<file path="config.mk">
export PLATFORM = sky130hd
export DESIGN_NAME = intreq_gate
export DESIGN_NICKNAME = d
export VERILOG_FILES = /design/src/rtl/intreq_pkg.sv /design/src/rtl/pfw_detect.sv /design/src/rtl/req_masker.sv /design/src/rtl/prio_pick.sv /design/src/rtl/intreq_gate.sv
export SDC_FILE = /design/constraint.sdc
export NUM_CORES = 1
export LEC_CHECK = 0
export BUFFER_PORTS_ARGS = -buffer_cell sky130_fd_sc_hd__buf_2
export CORE_ASPECT_RATIO = 1.1
export CORE_MARGIN = 10
export CORE_UTILIZATION = 28
export DETAILED_ROUTE_END_ITERATION = 8
export PLACE_DENSITY = 0.81
export SKIP_CTS_REPAIR_TIMING = 1
export SLEW_MARGIN = 30
export SYNTH_ARGS = -nofsm -noshare
export SYNTH_HDL_FRONTEND = slang
export SYNTH_SLANG_ARGS = --single-unit
</file>
<file path="constraint.sdc">
create_clock -name clk -period 1.04 [get_ports clk]
set_input_delay 0.104 -clock clk [delete_from_list [all_inputs] [get_ports clk]]
set_output_delay 0.104 -clock clk [all_outputs]
set_load 0.02 [all_outputs]
</file>
<file path="src/rtl/intreq_pkg.sv">
package intreq_pkg;
   localparam int unsigned STD_SRC_N  = 5;
   localparam int unsigned ALL_SRC_N  = STD_SRC_N + 1;
   localparam int unsigned PF_SLOT    = STD_SRC_N;
   localparam int unsigned PF_LEVEL   = 3;
   typedef logic [ALL_SRC_N-1:0] req_vec_t;
endpackage

</file>
<file path="src/rtl/pfw_detect.sv">
module pfw_detect #(
   parameter int unsigned SYNC_STAGES = 2
) (
   input  logic clk,
   input  logic rst_n,
   input  logic pin_n,
   input  logic clr,
   output logic flag
);
   logic [SYNC_STAGES-1:0] sync_q;
   logic                   prev_q;
   logic                   fall;

   generate
      if (SYNC_STAGES < 2) begin : g_bad_depth
         $error("pfw_detect: SYNC_STAGES must be at least 2");
      end
   endgenerate

   always_ff @(posedge clk or negedge rst_n) begin
      if (!rst_n) begin
         sync_q <= '1;
         prev_q <= 1'b1;
      end else begin
         sync_q <= {sync_q[SYNC_STAGES-2:0], pin_n};
         prev_q <= sync_q[SYNC_STAGES-1];
      end
   end

   assign fall = prev_q & ~sync_q[SYNC_STAGES-1];

   always_ff @(posedge clk or negedge rst_n) begin
      if (!rst_n)     flag <= 1'b0;
      else if (fall)  flag <= 1'b1;
      else if (clr)   flag <= 1'b0;
   end

   p_fall_sets_r6: assert property (@(posedge clk) disable iff (!rst_n)
      fall |=> flag);
   p_rise_from_fall_r6: assert property (@(posedge clk) disable iff (!rst_n)
      $rose(flag) |-> $past(fall));
   p_clear_r7: assert property (@(posedge clk) disable iff (!rst_n)
      (clr && !fall) |=> !flag);
endmodule

</file>
<file path="src/rtl/req_masker.sv">
module req_masker #(
   parameter int unsigned STD_N   = 5,
   parameter int unsigned EN_W    = 8,
   parameter int unsigned GIE_BIT = 7
) (
   input  logic [STD_N-1:0] src,
   input  logic [EN_W-1:0]  en_reg,
   input  logic             pf_flag,
   input  logic             pf_en,
   output logic [STD_N:0]   req
);
   logic gie;

   generate
      if (GIE_BIT >= EN_W || STD_N > GIE_BIT) begin : g_bad_layout
         $error("req_masker: enable register layout inconsistent");
      end
   endgenerate

   assign gie = en_reg[GIE_BIT];

   for (genvar i = 0; i < STD_N; i++) begin : g_std
      assign req[i] = src[i] & en_reg[i] & gie;
   end

   assign req[STD_N] = pf_flag & pf_en;
endmodule

</file>
<file path="src/rtl/prio_pick.sv">
module prio_pick #(
   parameter int unsigned N          = 6,
   parameter int unsigned ADDR_W     = 8,
   parameter int unsigned VEC_BASE   = 3,
   parameter int unsigned VEC_STRIDE = 8
) (
   input  logic [N-1:0]         req,
   input  logic [N-2:0]         hi_sel,
   output logic                 valid,
   output logic [$clog2(N)-1:0] idx,
   output logic [ADDR_W-1:0]    addr
);
   localparam int unsigned IDX_W = $clog2(N);

   generate
      if (VEC_BASE + (N-1)*VEC_STRIDE >= (1 << ADDR_W)) begin : g_bad_addr
         $error("prio_pick: vector table exceeds ADDR_W");
      end
   endgenerate

   always_comb begin
      idx = '0;
      for (int i = N-2; i >= 0; i--) begin
         if (req[i]) idx = IDX_W'(i);
      end
      for (int i = N-2; i >= 0; i--) begin
         if (req[i] && hi_sel[i]) idx = IDX_W'(i);
      end
      if (req[N-1]) idx = IDX_W'(N-1);
   end

   assign valid = |req;
   assign addr  = valid ? (ADDR_W'(VEC_BASE) + ADDR_W'(idx) * ADDR_W'(VEC_STRIDE))
                        : '0;
endmodule

</file>
<file path="src/rtl/intreq_gate.sv">
module intreq_gate
   import intreq_pkg::*;
#(
   parameter int unsigned EN_W         = 8,
   parameter int unsigned GIE_BIT      = 7,
   parameter int unsigned SYNC_STAGES  = 2,
   parameter int unsigned ADDR_W       = 8,
   parameter int unsigned VEC_BASE     = 3,
   parameter int unsigned VEC_STRIDE   = 8,
   parameter bit          EXT_WAKES_PD = 1'b0
) (
   input  logic                         clk,
   input  logic                         rst_n,
   input  logic                         ext0_flag,
   input  logic                         tmr0_flag,
   input  logic                         ext1_flag,
   input  logic                         tmr1_flag,
   input  logic                         rx_flag,
   input  logic                         tx_flag,
   input  logic [EN_W-1:0]              en_reg,
   input  logic [STD_SRC_N-1:0]         prio_reg,
   input  logic                         pf_en,
   input  logic                         pf_pin_n,
   input  logic                         pcon_rd,
   input  logic                         idle_bit,
   input  logic                         pd_bit,
   output logic [ALL_SRC_N-1:0]         req_vec,
   output logic                         pfw_flag,
   output logic                         top_valid,
   output logic [$clog2(ALL_SRC_N)-1:0] top_idx,
   output logic [ADDR_W-1:0]            vec_addr,
   output logic                         idle_clr,
   output logic                         pd_clr
);
   localparam int unsigned IDX_W = $clog2(ALL_SRC_N);

   logic [STD_SRC_N-1:0] src;
   req_vec_t             req_w;

   assign src = {rx_flag | tx_flag, tmr1_flag, ext1_flag, tmr0_flag, ext0_flag};

   pfw_detect #(.SYNC_STAGES(SYNC_STAGES)) u_pfw (
      .clk   (clk),
      .rst_n (rst_n),
      .pin_n (pf_pin_n),
      .clr   (pcon_rd),
      .flag  (pfw_flag)
   );

   req_masker #(.STD_N(STD_SRC_N), .EN_W(EN_W), .GIE_BIT(GIE_BIT)) u_mask (
      .src     (src),
      .en_reg  (en_reg),
      .pf_flag (pfw_flag),
      .pf_en   (pf_en),
      .req     (req_w)
   );

   prio_pick #(.N(ALL_SRC_N), .ADDR_W(ADDR_W), .VEC_BASE(VEC_BASE),
               .VEC_STRIDE(VEC_STRIDE)) u_pick (
      .req    (req_w),
      .hi_sel (prio_reg),
      .valid  (top_valid),
      .idx    (top_idx),
      .addr   (vec_addr)
   );

   assign req_vec  = req_w;
   assign idle_clr = idle_bit & (|req_w);

   generate
      if (EXT_WAKES_PD) begin : g_pd_wake
         assign pd_clr = pd_bit & (req_w[0] | req_w[2]);
      end else begin : g_pd_hold
         assign pd_clr = 1'b0;
      end
   endgenerate

   p_gie_r2: assert property (@(posedge clk) disable iff (!rst_n)
      !en_reg[GIE_BIT] |-> (req_vec[STD_SRC_N-1:0] == '0));
   p_pf_bypass_r3: assert property (@(posedge clk) disable iff (!rst_n)
      (pfw_flag && pf_en) |-> req_vec[PF_SLOT]);
   p_pf_top_r4: assert property (@(posedge clk) disable iff (!rst_n)
      req_vec[PF_SLOT] |-> (top_idx == IDX_W'(PF_SLOT)));
   p_idle_wake_r8: assert property (@(posedge clk) disable iff (!rst_n)
      (idle_bit && (|req_vec)) |-> idle_clr);
   p_pd_only_r9: assert property (@(posedge clk) disable iff (!rst_n)
      pd_clr |-> pd_bit);
endmodule

</file>
==> flow_metrics.py <==
metrics = {
    "run_status": {
        "outcome": "finished, violations left",
        "violations": "negative setup slack",
    },
    "timing": {
        "fin_crit_sh_pct": 138,
        "rsz0062_at_grt": "true",
        "period_needed_ps": 1440,
        "hold_viol": 0,
        "fmax_ghz": 0.696,
        "setup_violations": 11,
        "drv_slew": 0,
        "worst_clock_skew_ps": 12.9,
        "setup_slack_ps": -396,
    },
    "final_layout": {
        "final_common_cell": "buf_2",
        "fillers": 120,
        "insertedDiodeCount": 0,
        "postLayoutCellArea_um2": 906,
        "final_cells": 118,
        "final_nets": 129,
        "final_cell_mix": "27 x buf_2, 13 x buf_6, 11 x buf_4, 5 x nand2_1, 4 x conb_1",
        "drive_gt1_share_pct": 77.5,
        "synthToLayoutAreaGrowth_pct": 123,
    },
    "drt": {
        "vias": 565,
        "top_layer": "met3",
        "drcViolationCount": 0,
        "antenna_left": 0,
        "route.met3.wl_um": 150,
        "routedWlPerCell_um": 14.3,
        "via_per_inst": 4.79,
        "routed_wl_um": 1690,
        "initialDrtViolationCount": 4,
        "wl_met1_um": 681,
        "drt-pass1-iter-count": 4,
        "met2_length_um": 855,
    },
    "pwr": {
        "ir_worst_vdd_mv": 0.540,
        "p_seq_share_pct": 20.4,
        "power.total_uw": 864,
        "power.share.switching_pct": 36.3,
        "pwr-share-comb_pct": 54.7,
        "p_int_uw": 550,
        "clockPowerShare_pct": 24.9,
        "power.switching_uw": 314,
        "powerDensity_mw_per_mm2": 953,
        "power.leakage_uw": 0.000453,
    },
    "floorplanning": {
        "rows": 14,
        "die_y_um": 59.9,
        "die_w_um": 56.3,
        "core_area_mm2": 0.00137,
        "die-area_mm2": 0.00337,
        "ios": 47,
        "start_util_pct": 29.7,
    },
    "min_path": {
        "hold_class": "in2reg",
    },
    "grt": {
        "grt_pass1_vias": 580,
        "grt_pass1_wl_um": 2570,
        "antenna_found_initial": 0,
        "grt_max_degree": 8,
        "grt_usage_pct": 9.04,
        "overflow": 0,
    },
    "synth": {
        "syn-cell-area_um2": 405,
        "syn_avg_cell_area_um2": 8.27,
        "yosys_register_bits": 4,
        "syn_inst": 49,
        "ys_seq_area_share_pct": 25.6,
        "yosys_warnings": 0,
        "ys_types": 23,
    },
    "clock_network": {
        "htreeDepth": 1,
        "clockBufferDepth": 2,
        "cts_buffers": 3,
        "cts_tree": "built",
        "ctsRootBufferMaster": "clkbuf_4",
        "cts.clk_slew.worst_paths_ps": 50,
        "clock_sinks": 4,
        "insertion_delay_ps": 240,
    },
    "placed_design": {
        "placed_cells": 109,
        "port_buffers": 39,
        "dpl_cell_area_um2": 758,
        "hpwlAfterDp_um": 1420,
        "place_congestion": 0.756,
        "place_ws_ps": -301,
    },
    "worst_setup_path": {
        "crit_top_cell": "nand2_4",
        "crit_chain": "nand2_4 -> nand2_4 -> o32a_1 -> buf_6",
        "critPathMaxStageDelay_ps": 410,
        "critPathCaptureType": "primary output",
        "path_class": "reg2out",
        "crit_buf_inv": 1,
        "cp_data_arrival_time_ps": 1330,
        "required_ps": 940,
        "r2r_setup_slack_ps": 270,
        "critPathTopFamily": "flip-flops",
        "slowest_stage": "dfrtp_2",
        "critPathMaxFanout": 4,
        "setup.worst_path.start_class": "register",
    },
    "flow_run": {
        "cap_violations": 0,
    },
}
## Yosys cell counts
| library cell | number | share of area, % |
|---|---|---|
| nand2_1 | 9 | 8.3 |
| buf_4 | 6 | 11 |
| and3_2 | 3 | 5.6 |
| dfstp_2 | 3 | 19 |
| inv_1 | 3 | 2.8 |
| a21oi_1 | 2 | 2.5 |
| a221oi_1 | 2 | 4.3 |
| a22o_1 | 2 | 4.3 |
| nand4_1 | 2 | 3.1 |
| nor2_1 | 2 | 1.9 |
| o21ai_0 | 2 | 2.5 |
| o32a_1 | 2 | 4.9 |
| a2111oi_4 | 1 | 6.8 |
| a21oi_2 | 1 | 2.2 |
| and2_1 | 1 | 1.5 |
| and3_4 | 1 | 2.8 |
| and4_2 | 1 | 2.5 |
| buf_2 | 1 | 1.2 |
| conb_1 | 1 | 0.93 |
| dfrtp_1 | 1 | 6.2 |
| nand3_1 | 1 | 1.2 |
| o211a_1 | 1 | 2.5 |
| o22ai_1 | 1 | 1.5 |
## layout make-up
type                       count  area, µm²  area share (%)
clock buffer                   4       26.3            2.90
multi-input combinational     38        357            39.4
timing repair buffer          53        384            42.4
tap                           16       20.0            2.21
inverter                       3       13.8            1.52
sequential                     4        105            11.6
## final timing paths
kind | start | endpoint | cells after the start
setup / recovery | u_pfw.flag | vec_addr[3] | 4
hold / removal | pcon_rd | u_pfw.flag | 2
setup reg to reg | u_pfw.flag | u_pfw.flag | 3
hold reg to reg | u_pfw.sync_q[0] | u_pfw.sync_q[1] | 0
max in group asynchronous | rst_n | u_pfw.sync_q[0] | 2
min in group asynchronous | rst_n | u_pfw.flag | 2
## worst reg2reg max path, delay by kind of cell, from the launching register on
family | cells | cell delay (ps)
compound gates | 1 | 50
buf+inv | 2 | 190
flops | 1 | 410
## logic make-up (layout without fill, tap and decap cells)
logic type	Yosys count	in the layout	synth area share (%)
AND/OR/NAND/NOR	20	20	26.9
buffers and inverters	10	60	15.1
other	1	4	0.925
AO/OA/AOI/OAI	14	14	31.5
flip-flops	4	4	25.6
## state kept, by name, indices dropped and copies added, names as in the netlist
name          count
u_pfw.sync_q      2
u_pfw.prev_q      1
u_pfw.flag        1
## stage by stage
step,hold WS (ps),util [%],TNS [ps]
after floorplan,-192,-,-790
after global placement,-94.2,55.5,-1580
after detailed placement,-90.0,55.5,-1810
after CTS,-346,57.4,-2980
after global routing,63.2,66.3,-3420
final,53.6,66.3,-2830
## power groups by stage
stage | sequential, µW | clock, µW | combinational (µW)
6_report | 177 | 215 | 472
5_1_grt | 178 | 241 | 506
4_1_cts | 177 | 219 | 390
3_5_place_dp | 179 | 0 | 389
3_3_place_gp | 178 | 0 | 381
2_1_floorplan | 183 | 0 | 259
## routing by layer
layer,up-vias,global-route usage [%]
li1,283,-
met1,250,9.95
met2,32,15.4
met3,0,3.18
met4,0,4.12
met5,-,0
No activity file was read; power rests on OpenSTA's default activity.
